==> config.mk <==
export PLATFORM = sky130hd
export DESIGN_NAME = ifr_frontend
export DESIGN_NICKNAME = d
export VERILOG_FILES = /design/src/rtl/ifr_pkg.sv /design/src/rtl/ifr_mixer_fs4.sv /design/src/rtl/ifr_fir_dec4.sv /design/src/rtl/ifr_frontend.sv
export SDC_FILE = /design/constraint.sdc
export NUM_CORES = 2
export LEC_CHECK = 0
export CORE_MARGIN = 1.5
export CORE_UTILIZATION = 55
export DETAILED_ROUTE_END_ITERATION = 12
export GPL_ROUTABILITY_DRIVEN = 1
export PLACE_DENSITY = 0.69
export SLEW_MARGIN = 5
export SYNTH_ARGS = -nofsm -noshare
export SYNTH_HDL_FRONTEND = slang
export SYNTH_SLANG_ARGS = --single-unit
==> constraint.sdc <==
create_clock -name clk -period 17.4 [get_ports clk]
set_clock_uncertainty 0.05 [all_clocks]
set_input_delay 3.48 -clock clk [delete_from_list [all_inputs] [get_ports clk]]
set_output_delay 3.48 -clock clk [all_outputs]
set_load 0.005 [all_outputs]
==> src/rtl/ifr_pkg.sv <==
package ifr_pkg;
  localparam int TAPS       = 15;
  localparam int CENTER     = (TAPS - 1) / 2;
  localparam int COEF_W     = 8;
  localparam int COEF_SHIFT = 5;
  localparam int DEC        = 4;

  // symmetric lowpass taps, DC sum 64 (gain of two after the shift)
  function automatic logic signed [COEF_W-1:0] tap_coef(input int k);
    int m;
    m = (k > CENTER) ? (TAPS - 1 - k) : k;
    case (m)
      0, 1:    return -8'sd1;
      2:       return 8'sd0;
      3:       return 8'sd2;
      4:       return 8'sd4;
      5:       return 8'sd7;
      6:       return 8'sd10;
      default: return 8'sd22;
    endcase
  endfunction

  // cascade depth chosen by a mode value, limited to the stages built
  function automatic int stage_depth(input int m, input int n_stg);
    return (m < n_stg) ? m : n_stg;
  endfunction
endpackage

==> src/rtl/ifr_mixer_fs4.sv <==
module ifr_mixer_fs4 #(
  parameter int ADC_W = 8
) (
  input  logic [1:0]                 ph,
  input  logic signed [ADC_W-1:0]    x,
  output logic signed [ADC_W:0]      mi,
  output logic signed [ADC_W:0]      mq
);
  localparam int MIX_W = ADC_W + 1;

  logic signed [MIX_W-1:0] xe, xn;

  always_comb begin
    xe = MIX_W'(x);
    xn = -xe;
    case (ph)
      2'd0: begin mi = '0; mq = xe; end
      2'd1: begin mi = xe; mq = '0; end
      2'd2: begin mi = '0; mq = xn; end
      default: begin mi = xn; mq = '0; end
    endcase
  end
endmodule

==> src/rtl/ifr_fir_dec4.sv <==
module ifr_fir_dec4
  import ifr_pkg::*;
#(
  parameter int IN_W  = 9,
  parameter int OUT_W = 10
) (
  input  logic                     clk,
  input  logic                     rst_n,
  input  logic                     clr,
  input  logic                     in_v,
  input  logic signed [IN_W-1:0]   in_i,
  input  logic signed [IN_W-1:0]   in_q,
  output logic                     out_v,
  output logic signed [OUT_W-1:0]  out_i,
  output logic signed [OUT_W-1:0]  out_q
);
  localparam int ACC_W  = IN_W + COEF_W;
  localparam int FILL_W = $clog2(TAPS + 1);
  localparam int FULL   = TAPS - 1;
  localparam logic signed [ACC_W-1:0] HI   = ACC_W'((1 <<< (OUT_W - 1)) - 1);
  localparam logic signed [ACC_W-1:0] LO   = -HI - ACC_W'(1);
  localparam logic signed [ACC_W-1:0] HALF = ACC_W'(1 <<< (COEF_SHIFT - 1));

  logic signed [IN_W-1:0]  dl_i [0:TAPS-2];
  logic signed [IN_W-1:0]  dl_q [0:TAPS-2];
  logic [1:0]              dph;
  logic [FILL_W-1:0]       fill;
  logic signed [ACC_W-1:0] acc_i, acc_q;
  logic                    fire;

  function automatic logic signed [OUT_W-1:0] rnd_sat(input logic signed [ACC_W-1:0] a);
    logic signed [ACC_W-1:0] r;
    r = (a + HALF) >>> COEF_SHIFT;
    if (r > HI)      return OUT_W'(HI);
    else if (r < LO) return OUT_W'(LO);
    else             return OUT_W'(r);
  endfunction

  always_comb begin
    acc_i = ACC_W'(in_i) * ACC_W'(tap_coef(0));
    acc_q = ACC_W'(in_q) * ACC_W'(tap_coef(0));
    for (int k = 1; k < TAPS; k++) begin
      acc_i += ACC_W'(dl_i[k-1]) * ACC_W'(tap_coef(k));
      acc_q += ACC_W'(dl_q[k-1]) * ACC_W'(tap_coef(k));
    end
  end

  assign fire = in_v && (dph == 2'(DEC - 1)) && (fill >= FILL_W'(FULL));

  always_ff @(posedge clk or negedge rst_n) begin
    if (!rst_n) begin
      for (int k = 0; k < TAPS - 1; k++) begin
        dl_i[k] <= '0;
        dl_q[k] <= '0;
      end
      dph   <= '0;
      fill  <= '0;
      out_v <= 1'b0;
      out_i <= '0;
      out_q <= '0;
    end else if (clr) begin
      for (int k = 0; k < TAPS - 1; k++) begin
        dl_i[k] <= '0;
        dl_q[k] <= '0;
      end
      dph   <= '0;
      fill  <= '0;
      out_v <= 1'b0;
    end else begin
      out_v <= fire;
      if (in_v) begin
        dl_i[0] <= in_i;
        dl_q[0] <= in_q;
        for (int k = 1; k < TAPS - 1; k++) begin
          dl_i[k] <= dl_i[k-1];
          dl_q[k] <= dl_q[k-1];
        end
        dph <= dph + 2'd1;
        if (fill != FILL_W'(TAPS)) fill <= fill + FILL_W'(1);
      end
      if (fire) begin
        out_i <= rnd_sat(acc_i);
        out_q <= rnd_sat(acc_q);
      end
    end
  end

  AST_FIR_AFTER_INPUT: assert property (@(posedge clk) disable iff (!rst_n)
    out_v |-> $past(in_v));
  AST_FIR_WINDOW_FULL: assert property (@(posedge clk) disable iff (!rst_n)
    out_v |-> (fill == FILL_W'(TAPS)));
endmodule

==> src/rtl/ifr_frontend.sv <==
module ifr_frontend
  import ifr_pkg::*;
#(
  parameter int ADC_W  = 8,
  parameter int OUT_W  = 12,
  parameter int N_STG  = 2,
  parameter int MODE_W = 2
) (
  input  logic                     clk,
  input  logic                     rst_n,
  input  logic [MODE_W-1:0]        mode,
  input  logic signed [ADC_W-1:0]  adc_in,
  output logic                     out_valid,
  output logic signed [OUT_W-1:0]  out_i,
  output logic signed [OUT_W-1:0]  out_q
);
  localparam int MIX_W = ADC_W + 1;
  localparam int DEP_W = $clog2(N_STG + 1);
  localparam int GAP_W = 2 * N_STG + 2;

  logic [MODE_W-1:0]      mode_q;
  logic                   flush;
  logic [1:0]             mix_ph;
  logic [DEP_W-1:0]       dep;
  logic signed [MIX_W-1:0] mix_i, mix_q;

  logic signed [OUT_W-1:0] sb_i [0:N_STG];
  logic signed [OUT_W-1:0] sb_q [0:N_STG];
  logic                    sv   [0:N_STG];

  assign flush = (mode != mode_q);
  assign dep   = DEP_W'(stage_depth(int'(mode_q), N_STG));

  always_ff @(posedge clk or negedge rst_n) begin
    if (!rst_n) begin
      mode_q <= '0;
      mix_ph <= '0;
    end else begin
      mode_q <= mode;
      mix_ph <= flush ? 2'd0 : mix_ph + 2'd1;
    end
  end

  ifr_mixer_fs4 #(.ADC_W(ADC_W)) u_mix (
    .ph (mix_ph),
    .x  (adc_in),
    .mi (mix_i),
    .mq (mix_q)
  );

  assign sb_i[0] = OUT_W'(mix_i);
  assign sb_q[0] = OUT_W'(mix_q);
  assign sv[0]   = !flush;

  for (genvar g = 0; g < N_STG; g++) begin : g_stage
    logic                        fo_v;
    logic signed [MIX_W+g:0]     fo_i, fo_q;
    ifr_fir_dec4 #(.IN_W(MIX_W + g), .OUT_W(MIX_W + g + 1)) u_fir (
      .clk   (clk),
      .rst_n (rst_n),
      .clr   (flush),
      .in_v  (sv[g]),
      .in_i  (sb_i[g][MIX_W+g-1:0]),
      .in_q  (sb_q[g][MIX_W+g-1:0]),
      .out_v (fo_v),
      .out_i (fo_i),
      .out_q (fo_q)
    );
    assign sb_i[g+1] = OUT_W'(fo_i);
    assign sb_q[g+1] = OUT_W'(fo_q);
    assign sv[g+1]   = fo_v;
  end

  always_ff @(posedge clk or negedge rst_n) begin
    if (!rst_n) begin
      out_valid <= 1'b0;
      out_i     <= '0;
      out_q     <= '0;
    end else begin
      out_valid <= !flush && sv[dep];
      if (!flush && sv[dep]) begin
        out_i <= sb_i[dep];
        out_q <= sb_q[dep];
      end
    end
  end

  // observation logic for the properties below
  logic [GAP_W-1:0] gap;
  logic             have_prev;
  logic [GAP_W-1:0] spacing;
  int               lim;
  logic             out_fits;

  assign spacing  = GAP_W'(1) << (2 * int'(dep));
  assign lim      = 1 << (MIX_W - 1 + int'(dep));
  assign out_fits = (int'(out_i) >= -lim) && (int'(out_i) < lim) &&
                    (int'(out_q) >= -lim) && (int'(out_q) < lim);

  always_ff @(posedge clk or negedge rst_n) begin
    if (!rst_n) begin
      gap       <= '0;
      have_prev <= 1'b0;
    end else if (flush) begin
      gap       <= '0;
      have_prev <= 1'b0;
    end else if (out_valid) begin
      gap       <= GAP_W'(1);
      have_prev <= 1'b1;
    end else if (gap != '1) begin
      gap <= gap + GAP_W'(1);
    end
  end

  AST_FLUSH_QUIET: assert property (@(posedge clk) disable iff (!rst_n)
    flush |=> !out_valid);
  AST_RES_LIMIT: assert property (@(posedge clk) disable iff (!rst_n)
    out_valid |-> out_fits);
  AST_IQ_ALTERNATE: assert property (@(posedge clk) disable iff (!rst_n)
    (out_valid && dep == '0) |-> (out_i == '0 || out_q == '0));
  AST_CADENCE: assert property (@(posedge clk) disable iff (!rst_n)
    (out_valid && have_prev) |-> (gap == spacing));
endmodule

; ---- Yosys cells after proc, flatten, opt, wreduce, memory -nomap -nowiden
; Cells that the tools add are included.
[classes]
add_sub_neg = 74
mul = 20
div_mod_pow = 0
magnitude_cmp = 12
n_eq_ne = 7
n_shift = 0
n_mux = 37
n_bitwise = 2
reduce_logical = 14
[ops]
columns = op, n
row1 = 140-bit two-way mux, 4
row2 = 18-bit adder, 16
row3 = 17-bit adder, 16
row4 = 126-bit two-way mux, 2
row5 = 10-bit negation with 18-bit output, 8
row6 = 9-bit negation with 17-bit output, 8
row7 = "10-bit by 4-bit multiplier with 14-bit output, second input constant", 8
row8 = "9-bit by 4-bit multiplier with 13-bit output, second input constant", 8
row9 = 18-bit by 11-bit adder with 18-bit output, 4
row10 = 18-bit by 12-bit adder with 18-bit output, 4
row11 = 17-bit by 10-bit adder with 17-bit output, 4
row12 = 17-bit by 11-bit adder with 17-bit output, 4
row13 = 12-bit binary-select mux with 2-bit select, 2
row14 = 12-bit two-way mux, 4
row15 = 11-bit two-way mux, 4
row16 = 10-bit two-way mux, 4
row17 = "18-bit by 6-bit adder with 18-bit output, second input constant", 2
row18 = 9-bit case mux with 2 select lines, 2
row19 = "17-bit by 6-bit adder with 17-bit output, second input constant", 2
row20 = "10-bit by 5-bit multiplier with 15-bit output, second input constant", 2
row21 = "9-bit by 5-bit multiplier with 14-bit output, second input constant", 2
row22 = "13-bit by 11-bit greater-than comparator with 1-bit output, second input constant", 2
row23 = "13-bit by 11-bit < comparator with 1-bit output, second input constant", 2
row24 = "12-bit by 10-bit greater-than comparator with 1-bit output, second input constant", 2
row25 = 23 further kinds, 50
[word_totals]
register_bits = 617
latch_bits = 0
mem_bits_rw = 0
romBits = 0
in_bits = 12
word_cells = 237
memories = 0

; ---- Depth between registers and ports, before layout
[logic_depth]
depth_word = 20
depth_mapped = 32
ltp_nobuf = 32

; ---- Modules after synthesis
; Synthesis repeated with hierarchy kept, for this count alone.
[unflattened]
cells_unflattened = 4895
hier_area_um2 = 53651.5
[modules_own_cells]
columns = mod, instances, cells_per_inst, area_each_um2, seq_area_each_um2
row1 = ifr_fir_dec4 (g_stage[1].u_fir), 1, 2449, 26999.6, 7732.4
row2 = ifr_fir_dec4 (g_stage[0].u_fir), 1, 2254, 24751.2, 6981.7
row3 = ifr_frontend, 1, 138, 1564.0, 675.6
row4 = ifr_mixer_fs4, 1, 54, 336.6, 0.0

; ---- Worst setup path after synthesis
; OpenSTA, ideal clock, no wires.
[synth_path]
path_type = input-to-reg
from = input port adc_in[0]
to = register g_stage[0].u_fir.out_q[0]
setup_ns = 0.077
arrival_ns = 9.529
setup_slack_ns = 7.743
stages = 22
n_path_buf = 0
cell_sequence = or3_1 -> or3_1 -> nor3_1 -> a21oi_1 -> o22a_1 -> fa_1 -> inv_1 -> fa_1 -> inv_1 -> fa_1 -> fa_1 -> fa_1 -> ha_1 -> ha_1 -> and4_1 -> a211o_1 -> a21oi_1 -> o211a_1 -> nor3b_1 -> nor4_4 -> a21oi_1 -> a21oi_1
[synth_via]
elab_chain_len = 19
[synth_lines]
columns = item, line
row1 = start: declaration, ifr_frontend.sv:12  ; input logic signed [ADC_W-1:0] adc_in,
row2 = 8-bit negation with 9-bit output, ifr_mixer_fs4.sv:15  ; xn = -xe;
row3 = 9-bit case mux with 2 select lines *, ifr_mixer_fs4.sv:16  ; case (ph)
row4 = 9-bit negation with 17-bit output (implied by the code) *, ifr_fir_dec4.sv:41  ; acc_q = ACC_W'(in_q) * ACC_W'(tap_coef(0));
row5 = 17-bit adder *, ifr_fir_dec4.sv:44  ; acc_q += ACC_W'(dl_q[k-1]) * ACC_W'(tap_coef(k));
row6 = 17-bit by 10-bit adder with 17-bit output *, ifr_fir_dec4.sv:44
row7 = 17-bit by 11-bit adder with 17-bit output *, ifr_fir_dec4.sv:44
row8 = 17-bit adder * (5 in series), ifr_fir_dec4.sv:44
row9 = 17-bit by 11-bit adder with 17-bit output *, ifr_fir_dec4.sv:44
row10 = 17-bit by 10-bit adder with 17-bit output *, ifr_fir_dec4.sv:44
row11 = 17-bit adder * (2 in series), ifr_fir_dec4.sv:44
row12 = 17-bit by 6-bit adder with 17-bit output *, ifr_fir_dec4.sv:33  ; r = (a + HALF) >>> COEF_SHIFT;
row13 = 12-bit by 10-bit < comparator with 1-bit output, ifr_fir_dec4.sv:35  ; else if (r < LO) return OUT_W'(LO);
row14 = 10-bit two-way mux, ifr_fir_dec4.sv:35
row15 = 10-bit two-way mux *, ifr_fir_dec4.sv:34  ; if (r > HI) return OUT_W'(HI);
row16 = end signal: assignment, ifr_fir_dec4.sv:83  ; out_q <= rnd_sat(acc_q);
row17 = end: declaration, ifr_fir_dec4.sv:15  ; output logic signed [OUT_W-1:0] out_q
; Mark *: on every way between the ends. The rest lies on a longest branch, timed or not.
; A chain may end at the register's enable or synchronous reset.

; ---- Worst setup path in the final report
[layout_path]
from = input port adc_in[0]
to = register g_stage[0].u_fir.out_i[0]
[layout_via]
elab_chain_len = 19
[layout_lines]
columns = item, line
row1 = 8-bit negation with 9-bit output, ifr_mixer_fs4.sv:15
row2 = 9-bit case mux with 2 select lines *, ifr_mixer_fs4.sv:16
row3 = 9-bit negation with 17-bit output (implied by the code) *, ifr_fir_dec4.sv:40  ; acc_i = ACC_W'(in_i) * ACC_W'(tap_coef(0));
row4 = 17-bit adder *, ifr_fir_dec4.sv:43  ; acc_i += ACC_W'(dl_i[k-1]) * ACC_W'(tap_coef(k));
row5 = 17-bit by 10-bit adder with 17-bit output *, ifr_fir_dec4.sv:43
row6 = 17-bit by 11-bit adder with 17-bit output *, ifr_fir_dec4.sv:43
row7 = 17-bit adder * (5 in series), ifr_fir_dec4.sv:43
row8 = 17-bit by 11-bit adder with 17-bit output *, ifr_fir_dec4.sv:43
row9 = 17-bit by 10-bit adder with 17-bit output *, ifr_fir_dec4.sv:43
row10 = 17-bit adder * (2 in series), ifr_fir_dec4.sv:43
row11 = 17-bit by 6-bit adder with 17-bit output *, ifr_fir_dec4.sv:33
row12 = 12-bit by 10-bit < comparator with 1-bit output, ifr_fir_dec4.sv:35
row13 = 10-bit two-way mux, ifr_fir_dec4.sv:35
row14 = 10-bit two-way mux *, ifr_fir_dec4.sv:34
row15 = end signal: assignment, ifr_fir_dec4.sv:82  ; out_i <= rnd_sat(acc_i);
row16 = end: declaration, ifr_fir_dec4.sv:14  ; output logic signed [OUT_W-1:0] out_i,
; Marked as above.

==> flow_summary.yaml <==
outcome:
  status: "finished, final reports clean"
finish:
  layout_common_cells: "inv_1 (980), fa_1 (662), dfrtp_1 (613)"
  seq_area_sq_um: 15390
  fin_util: 0.5991
  stdcell_count: 6269
  fin_nets: 6131
  final_common_cell: "inv_1"
  fin_area_sq_um: 56920
  multiInputGateArea_sq_um: 33140
  fillerInstances: 7914
  layout-drive-gt1-share: 0.03799
  syn_to_final_growth_pct: 7.959
synth:
  synth_cell_types: 68
  ys_warn_count: 0
  ys_seq_area_frac: 0.2919
  synth_area_leaders: "dfrtp_1 (29%), fa_1 (25%), ha_1 (12%)"
  synth_area_sq_um: 52730
  synth_top_cell_area_share: 0.2919
  synth_edf_count: 0
  synth-seq-cells: 615
  synth-async-reset-ratio: 1.000
  syn_nets: 6141
  netlist_instances: 4952
  syn_area_per_cell_sq_um: 10.65
  yosysTopAreaCell: "dfrtp_1"
  dominantRegCellSynth: "dfrtp_1"
routing:
  drtAntennaViolNets: 0
  drt_iter0_markers: 1988
  wl_um: 112100
  drc: 0
  wl_met3_um: 4280
  wl_met1_um: 50390
  first_pass_iters: 5
  highest_layer: "met5"
  vias_per_cell: 5.298
  num_vias: 33220
  met2_length_um: 55040
  wire_per_inst_um: 17.88
critical_path:
  crit_family: "adder cells"
  cp.required_ns: 17.81
  cp_max_fo: 9
  cp.depth: 23
  path_class: "in -> reg"
  slowest_delay_ns: 0.56
  cpMostUsedCell: "fa_1"
  reg2reg_slack_ns: 8.35
  r2r_start: "g_stage[1].u_fir.dl_i[90]$_DFFE_PN0P_"
  rr_endpoint: "g_stage[1].u_fir.out_i[2]$_DFFE_PN0P_"
  cp_cell_sequence: "clkdlybuf4s50_1 -> inv_1 -> ha_1 -> and2_1 -> a21o_1 -> a22oi_1 -> fa_1 -> inv_1 -> fa_1 -> fa_1 -> fa_1 -> inv_1 -> fa_1 -> fa_1 -> ha_1 -> a41o_1 -> o221ai_1 -> o21ai_0 -> a41o_1 -> a21o_1 -> o311a_1 -> o21ai_2 -> a31oi_1"
  crit_arrival_ns: 10.81
  cp-end-kind: "flip-flop"
  rr_worst_depth: 28
  slowest_stage: "a22oi_1"
  cp_num_buf_inv: 4
  startpoint: "adc_in[0]"
  crit_path_start_kind: "input pin"
  endpoint: "g_stage[0].u_fir.out_i[0]$_DFFE_PN0P_"
clock_tree:
  htreeDepth: 3
  clock-root-buffer: "clkbuf_16"
  clk_pin_slew_ns: 0.06
  cts_buffers: 75
  clkLatencyLatePin_ns: 0.64
  cts_resized: 0
  cts_hold_buf: 0
  cts_tree: "yes"
  cts_sinks: 615
  cts-root-to-sink-buffers: 3
  postCtsSetupBuffers: 0
timing:
  relSlewSlack: 0.1656
  finalSetupTns_ns: 0
  fin_crit_sh: 0.5981
  drv_slew: 0
  finalSetupViolCount: 0
  final.min_clock_period_ns: 10.41
  hold_violations: 0
  worst_pin_slew_ns: 1.243
  rsz0062_at_grt: "false"
  timing.fmax_mhz: 96.09
global_routing:
  overflow: 0
  grt_antenna_before_repair: 5
  grt_pass1_wl_um: 188500
  grt_usage: 0.2420
  grt_pass1_vias: 35460
  grt_max_degree: 201
placed_design:
  io_buffers: 36
  placed_cell_area_sq_um: 54350
  gp_congestion: 0.8742
  dp.cells: 6130
  hpwl_um: 85080
pwr:
  powerDensity_nw_per_um2: 71.33
  sequentialPowerShare: 0.366
  p_switching_mw: 1.250
  p_comb_frac: 0.228
  swShare: 0.3079
  p_leak_nw: 29.07
  p_clk_frac: 0.406
  ir_drop_v: 0.0001030
  internal-power_mw: 2.810
die:
  fp.coreArea_sq_um: 95010
  num_io_pins: 37
  core.rowCount: 113
  die-area_sq_um: 97730
  die_x_um: 312.6
  initial_core_util: 0.5550
  die_h_um: 312.6
run:
  cap_viol_max_count: 0
worst_hold_path:
  hp-class: "reg -> reg"
cell usage after synthesis, drive strengths merged, types with 10 or more instances:
cell type,instances
nand3,30
a21o,68
xor2,81
ha,515
nor3,25
clkbuf,135
and3,168
mux2i,304
o21a,15
a31oi,15
nor2b,21
dfrtp,615
a21oi,193
o21ai,72
o211ai,10
inv,980
a221o,11
nand2,99
o21bai,59
and2,14
nand2b,15
nor2,478
or3,13
a211oi,11
xnor2,216
fa,662
a41oi,18
stage by stage:
step	setup WS (ns)	power, mW	hold slack, ns
after detailed placement	6.378	2.429	0.3834
after floorplan	7.743	2.156	0.3599
after CTS	7.032	4.102	0.3876
final	6.993	4.060	0.3825
after global routing	6.491	4.275	0.3966
after global placement	6.463	2.408	0.3767
power by group through the flow:
stage               combinational [mW]  clock (mW)  sequential (mW)
floorplan                        0.661           0             1.50
global placement                 0.898           0             1.51
detailed placement               0.919           0             1.51
CTS                              0.932        1.69             1.48
global route                      1.05        1.74             1.49
finish                           0.925        1.65             1.49
per-layer routing:
metal  up-vias  track usage
li1      15700            -
met1     16880       0.3391
met2       482       0.4043
met3       155      0.03388
met4         8      0.05248
met5         -            0
state kept, by name, summed over array words and instances, names as in the netlist, 2 cells and up:
register             cells
g_stage.u_fir.dl_i     266
g_stage.u_fir.dl_q     266
g_stage.u_fir.out_i     21
g_stage.u_fir.out_q     21
out_i                   11
out_q                   11
g_stage.u_fir.fill       8
g_stage.u_fir.dph        4
g_stage.u_fir.out_v      2
mix_ph                   2
mode_q                   2
cell type report:
class | count | share of cell area
Antenna cell | 3 | 0.0001319
Clock buffer | 103 | 0.03765
Clock inverter | 33 | 0.007385
Inverter | 980 | 0.06462
Multi-Input combinational cell | 3214 | 0.5822
Sequential cell | 615 | 0.2704
Tap cell | 1265 | 0.02780
Timing Repair Buffer | 56 | 0.009715
cell families (layout without fill, tap and decap cells):
group / count (synthesis) / after routing / synth area share
DFF: 615 / 615 / 0.2919
xor gates and xnor gates: 299 / 299 / 0.05033
adders and majority gates: 1177 / 1177 / 0.3735
AOI/OAI and AO/OA: 535 / 535 / 0.06680
and+or+nand+nor: 892 / 892 / 0.07812
other: 0 / 3 / 0
buffers and inverters: 1123 / 1172 / 0.08013
muxes: 311 / 311 / 0.05920
how the worst min path moves through the flow:
stage	start	endpoint	slack (ns)	cells past startpoint
after floorplan	g_stage[0].u_fir.dph[0]$_DFF_PN0_	g_stage[0].u_fir.dph[0]$_DFF_PN0_	0.36	1
after global placement	g_stage[0].u_fir.dph[0]$_DFF_PN0_	g_stage[0].u_fir.dph[0]$_DFF_PN0_	0.38	1
after detailed placement	g_stage[0].u_fir.dph[0]$_DFF_PN0_	g_stage[0].u_fir.dph[0]$_DFF_PN0_	0.38	1
after CTS	g_stage[0].u_fir.dph[0]$_DFF_PN0_	g_stage[0].u_fir.dph[0]$_DFF_PN0_	0.39	1
after global routing	g_stage[0].u_fir.dph[0]$_DFF_PN0_	g_stage[0].u_fir.dph[0]$_DFF_PN0_	0.40	1
final	g_stage[0].u_fir.dph[0]$_DFF_PN0_	g_stage[0].u_fir.dph[0]$_DFF_PN0_	0.38	1
Note: power is estimated with default switching activity, not from simulation.
